==> src/rtl/uart_evt_pkg.sv <==
// Package: shared flag indices and vector type for the special-event block.
// Assumes six flags; index order is the software-visible bit order.
package uart_evt_pkg;
    localparam int NUM_FLAGS = 6;
    localparam int NUM_CMP   = 4;
    localparam int FL_XON1   = 0;
    localparam int FL_XON2   = 1;
    localparam int FL_XOFF1  = 2;
    localparam int FL_XOFF2  = 3;
    localparam int FL_BREAK  = 4;
    localparam int FL_MDROP  = 5;
    typedef logic [NUM_FLAGS-1:0] flag_vec_t;
endpackage

==> src/rtl/uart_evt_cmp_bank.sv <==
// Comparator bank: compares one strobed character against NCMP programmed
// codes in parallel. Assumes compare values are stable while strobed.
module uart_evt_cmp_bank #(
    parameter int DATA_W = 8,
    parameter int NCMP   = 4
) (
    input  logic                   chr_vld,
    input  logic                   det_en,
    input  logic [DATA_W-1:0]      chr,
    input  logic [NCMP*DATA_W-1:0] codes,
    output logic [NCMP-1:0]        hit
);
    // One equality comparator per programmed code, qualified by strobe and enable.
    for (genvar g = 0; g < NCMP; g++) begin : g_cmp
        always_comb hit[g] = chr_vld && det_en && (chr == codes[g*DATA_W +: DATA_W]);
    end
endmodule

==> src/rtl/uart_evt_brk_det.sv <==
// Break detector: counts bit ticks while the line is low and pulses once
// when the count exceeds the frame length. Re-arms when the line goes high.
// Assumes bit_tick is a one-cycle pulse and line is already synchronised.
module uart_evt_brk_det #(
    parameter int FRM_W = 4
) (
    input  logic             clk,
    input  logic             rst_n,
    input  logic             line,
    input  logic             bit_tick,
    input  logic [FRM_W-1:0] frame_bits,
    output logic             brk_evt
);
    localparam int CNT_W = FRM_W + 1;

    logic [CNT_W-1:0] low_cnt;
    logic             fired;

    // Pulse on the tick that makes the low time exceed one frame.
    always_comb brk_evt = !line && bit_tick && !fired && (low_cnt >= CNT_W'(frame_bits));

    // Track ticks spent low and remember that this low period already fired.
    always_ff @(posedge clk) begin
        if (!rst_n) begin
            low_cnt <= '0;
            fired   <= 1'b0;
        end else if (line) begin
            low_cnt <= '0;
            fired   <= 1'b0;
        end else if (bit_tick && !fired) begin
            if (low_cnt >= CNT_W'(frame_bits)) fired   <= 1'b1;
            else                               low_cnt <= low_cnt + 1'b1;
        end
    end
endmodule

==> src/rtl/uart_evt_sticky.sv <==
// Sticky flag register: bits set on events, all cleared by a read strobe.
// A set in the same cycle as a clear takes priority so no event is lost.
module uart_evt_sticky #(
    parameter int N = 6
) (
    input  logic         clk,
    input  logic         rst_n,
    input  logic [N-1:0] evt,
    input  logic         clr,
    output logic [N-1:0] flags
);
    // Hold, clear on read, and OR in new events last so they win.
    always_ff @(posedge clk) begin
        if (!rst_n) flags <= '0;
        else        flags <= (clr ? '0 : flags) | evt;
    end
endmodule

==> src/rtl/uart_evt_flags.sv <==
// Top: special-event interrupt flags for a UART receive path.
// Gathers comparator, multidrop and break events into a clear-on-read
// flag byte and a masked summary interrupt. Assumes all inputs are
// synchronous to clk and strobes last one cycle.
module uart_evt_flags
    import uart_evt_pkg::*;
#(
    parameter int DATA_W    = 8,
    parameter int FRM_W     = 4,
    parameter int ADDR_W    = 4,
    parameter int FLAG_ADDR = 6,
    parameter int RD_W      = 8
) (
    input  logic                 clk,
    input  logic                 rst_n,
    input  logic                 rx_vld,
    input  logic [DATA_W-1:0]    rx_data,
    input  logic                 rx_addr_bit,
    input  logic                 rx_line,
    input  logic                 bit_tick,
    input  logic                 md_mode_en,
    input  logic                 spc_det_en,
    input  logic [FRM_W-1:0]     frame_bits,
    input  logic [DATA_W-1:0]    xon1_val,
    input  logic [DATA_W-1:0]    xon2_val,
    input  logic [DATA_W-1:0]    xoff1_val,
    input  logic [DATA_W-1:0]    xoff2_val,
    input  logic [NUM_FLAGS-1:0] irq_mask,
    input  logic                 rd_en,
    input  logic [ADDR_W-1:0]    rd_addr,
    output logic [RD_W-1:0]      rd_data,
    output logic                 spc_irq
);
    localparam int PAD_W = RD_W - NUM_FLAGS;

    logic [NUM_CMP-1:0] cmp_hit;
    logic               brk_evt;
    logic               md_evt;
    logic               rd_hit;
    flag_vec_t          evt;
    flag_vec_t          flags;

    uart_evt_cmp_bank #(.DATA_W(DATA_W), .NCMP(NUM_CMP)) u_cmp (
        .chr_vld (rx_vld),
        .det_en  (spc_det_en),
        .chr     (rx_data),
        .codes   ({xoff2_val, xoff1_val, xon2_val, xon1_val}),
        .hit     (cmp_hit)
    );

    uart_evt_brk_det #(.FRM_W(FRM_W)) u_brk (
        .clk        (clk),
        .rst_n      (rst_n),
        .line       (rx_line),
        .bit_tick   (bit_tick),
        .frame_bits (frame_bits),
        .brk_evt    (brk_evt)
    );

    // Address character only counts in multidrop mode.
    always_comb md_evt = rx_vld && md_mode_en && rx_addr_bit;

    // Assemble the event vector in flag-bit order.
    always_comb begin
        evt                    = '0;
        evt[FL_XOFF2:FL_XON1]  = cmp_hit;
        evt[FL_BREAK]          = brk_evt;
        evt[FL_MDROP]          = md_evt;
    end

    // Decode a read of the flag register.
    always_comb rd_hit = rd_en && (rd_addr == ADDR_W'(FLAG_ADDR));

    uart_evt_sticky #(.N(NUM_FLAGS)) u_flags (
        .clk   (clk),
        .rst_n (rst_n),
        .evt   (evt),
        .clr   (rd_hit),
        .flags (flags)
    );

    // Return flags with unused upper bits zero; other addresses read zero.
    always_comb rd_data = rd_hit ? {{PAD_W{1'b0}}, flags} : '0;

    // Summary interrupt: any enabled flag.
    always_comb spc_irq = |(flags & irq_mask);
endmodule

==> config.mk <==
export PLATFORM = sky130hd
export DESIGN_NAME = uart_evt_flags
export DESIGN_NICKNAME = d
export VERILOG_FILES = /design/src/rtl/uart_evt_pkg.sv /design/src/rtl/uart_evt_cmp_bank.sv /design/src/rtl/uart_evt_brk_det.sv /design/src/rtl/uart_evt_sticky.sv /design/src/rtl/uart_evt_flags.sv
export SDC_FILE = /design/constraint.sdc
export NUM_CORES = 1
export LEC_CHECK = 0
export CAP_MARGIN = 5
export CORE_UTILIZATION = 30
export CTS_CLUSTER_SIZE = 10
export DETAILED_ROUTE_END_ITERATION = 8
export PLACE_DENSITY = 0.79
export RECOVER_POWER = 25
export SETUP_SLACK_MARGIN = 0.02
export SYNTH_ARGS = -nofsm -noshare
export SYNTH_HDL_FRONTEND = slang
export SYNTH_SLANG_ARGS = --single-unit
==> constraint.sdc <==
create_clock -name clk -period 2.75 [get_ports clk]
set_clock_uncertainty 0.2 [all_clocks]
set_input_delay 0.55 -clock clk [delete_from_list [all_inputs] [get_ports clk]]
set_output_delay 0.55 -clock clk [all_outputs]
set_load 0.1 [all_outputs]
==> results.toml <==
[placed_design]
dp_hpwl_um = 2470
dp_cells = 233
port_buffers = 69
gp_congestion = 0.757

[sta]
finalSetupViolCount = 0
fin_crit_sh_pct = 93.3
final.setup.tns_ns = 0
hold_viol = 0
maxSlewViolCount = 0
max_freq_ghz = 0.390
post-route-min-period_ns = 2.57
rsz0062_at_grt = "false"

[worst_setup_path]
reg2reg_depth = 6
cp.required_ns = 2.00
reg2reg_slack_ns = 0.74
r2r-start = "u_brk.low_cnt[3]"
critPathKind = "input port to primary output"
start_kind = "input port"
crit_path_end_kind = "primary output"
cp-endpoint = "rd_data[0]"
crit_arrival_ns = 1.82
cp-startpoint = "rd_en"
crit_fanout = 6
worstReg2RegEnd = "u_brk.low_cnt[4]"

[cells_and_area]
area_growth_pct = 75.7
drive_gt1_share_pct = 8.42
n_fill_cell = 332
seqCellArea_um2 = 240
final_cells = 236
fin_nets = 260
multi_input_area_um2 = 762
antennaDiodeCount = 0

[floorplan]
num_rows = 21
die_area_mm2 = 0.00380
start_util_pct = 31.7
die_h_um = 61.6
die_w_um = 61.6
ios = 72
core_mm2 = 0.00336

[route]
drt-initial-drc-count = 13
wire_per_inst_um = 11.7
ant_nets = 0
vias = 1098
drc_errors = 0
firstDrtPassIters = 4
routed_via_density = 4.65
wl_um = 2760

[pwr]
p_per_area_mw_per_mm2 = 262
power_frac_seq_pct = 36.4
p_sw_mw = 0.138
p_sw_share_pct = 28.2
pwr-share-comb_pct = 40.9
ir_drop_mv = 0.193
leakagePower_nw = 0.678
p_int_mw = 0.352
clockPowerShare_pct = 22.7

[clock_network]
root_buffer = "clkbuf_4"
hold_buffers = 0
postCtsSetupRepairBufs = 0
numCtsBuffers = 3
cts_resized = 0
cts_tree = "built"
clkTransAtPathRegs_ns = 0.07
clkSinkCount = 12
clk_latency_ns = 0.28
htreeDepth = 1
clk_path_buf_depth = 2

[global_routing]
grt_max_degree = 10
grt_pass1_wl_um = 4420
grtUsageTotal_pct = 16.3
grt_remaining_overflow = 0
antenna_found_initial = 0
first_global_vias = 1072

[synth]
yosysSeqAreaShare_pct = 22.5
synthCells = 127
yosysWarnings = 0
synth_seq_cells = 12
syn_area_per_cell_um2 = 8.39
synth_cell_types = 30
mappedNetlistArea_mm2 = 0.00107

[hold_path]
worstHoldPathType = "flip-flop to flip-flop"

[flow_run]
drv_cap = 0

[status]
status = "finished, final reports clean"
[power by group through the flow]
stage               logic [mW]  registers, mW  clock network (mW)
floorplan               0.0994          0.182                   0
global placement         0.201          0.183                   0
detailed placement       0.203          0.183                   0
CTS                      0.203          0.178               0.118
global route             0.215          0.179               0.122
finish                   0.201          0.178               0.111
[registers in the layout (all words and copies together), names as in the netlist]
register and flops:
u_flags.flags 6, u_brk.fired 1, u_brk.low_cnt 5
[metal layers]
layer	GRT usage [%]	wire length (um)	share of wire, %
met1	16.8	1100	40
met2	30.6	1430	52
met3	6.51	198	7.2
met4	4.44	25	0.91
met5	0	0	0
[layout by cell type, fill, tap and decap left out, types with 2 or more instances in the layout]
master,netlist,layout
conb_1,1,2
clkbuf_4,0,3
inv_1,4,4
nand3_1,7,7
a22oi_1,4,4
nor2_1,4,4
nand4_1,9,9
xnor2_1,33,33
nand2b_1,4,4
buf_4,2,2
ha_1,5,5
clkdlybuf4s50_1,0,61
a21oi_1,2,2
dfxtp_1,12,12
nor2b_1,3,3
nand2_1,4,4
buf_12,0,7
and2_1,6,6
o31ai_1,4,4
[layout make-up]
type                    count  share of cell area, %
clock buffers               3                   1.20
inverters                   4                  0.802
well taps                  46                   3.07
multi-input cells         100                   40.7
flip-flops and latches     12                   12.8
repair buffers             71                   41.4
[cells by family after synthesis]
logic type | synth area share [%]
AND/OR/NAND/NOR | 22.4
XOR/XNOR | 27.1
AO/OA/AOI/OAI | 14.4
buffers and inverters | 6.34
flip-flops | 22.5
adder cells (fa/ha/maj) | 5.87
other | 0.352
multiplexers | 0.939
[cells in the mapped netlist, drive strengths merged]
master,instances,area share [%]
nor2,4,1.4
nor2b,3,1.8
a21oi,2,0.94
conb,1,0.35
or4b,1,1.3
a21o,1,0.70
and2,6,3.5
mux2i,1,0.94
nand3,7,3.3
a32oi,1,0.82
a22oi,4,2.8
and4b,1,1.1
or3,1,0.59
a32o,1,0.94
o31ai,4,2.8
inv,4,1.4
buf,2,1.4
clkbuf,10,3.5
nand2b,4,2.3
a221oi,1,2.5
a22o,1,0.82
dfxtp,12,23
nand4,9,5.3
ha,5,5.9
a31o,1,0.82
xnor2,33,27
nor3,1,0.47
o21ai,1,0.47
nand2,4,1.4
a41oi,1,0.82
[metrics by stage]
step                      util (%)  total power [mW]  cell area (um2)  hold slack, ns  setup WS (ns)
after floorplan                  -             0.281             1070           0.253          0.252
after detailed placement      55.0             0.385             1850           0.284         0.0679
after CTS                     55.7             0.500             1870           0.294          0.250
after global placement        55.0             0.383             1850           0.278          0.101
after global routing          55.7             0.516             1870           0.315          0.106
final                         55.7             0.490             1870           0.290          0.185
[how the worst min path moves through the flow]
stage | from | endpoint | depth (start not counted)
after detailed placement | u_flags.flags[2] | u_flags.flags[2] | 2
after floorplan | u_flags.flags[3] | u_flags.flags[3] | 2
after global routing | u_flags.flags[3] | u_flags.flags[3] | 2
after global placement | u_flags.flags[3] | u_flags.flags[3] | 2
after CTS | u_flags.flags[2] | u_flags.flags[2] | 2
final | u_flags.flags[2] | u_flags.flags[2] | 2
[critical path: stages]
cell and delay, ns:
dlygate4sd3_1 0.52, nand2_1 0.06, nor3_1 0.17, buf_4 0.16, and2_1 0.17, buf_12 0.18
Power figures use the tool's default switching activity.
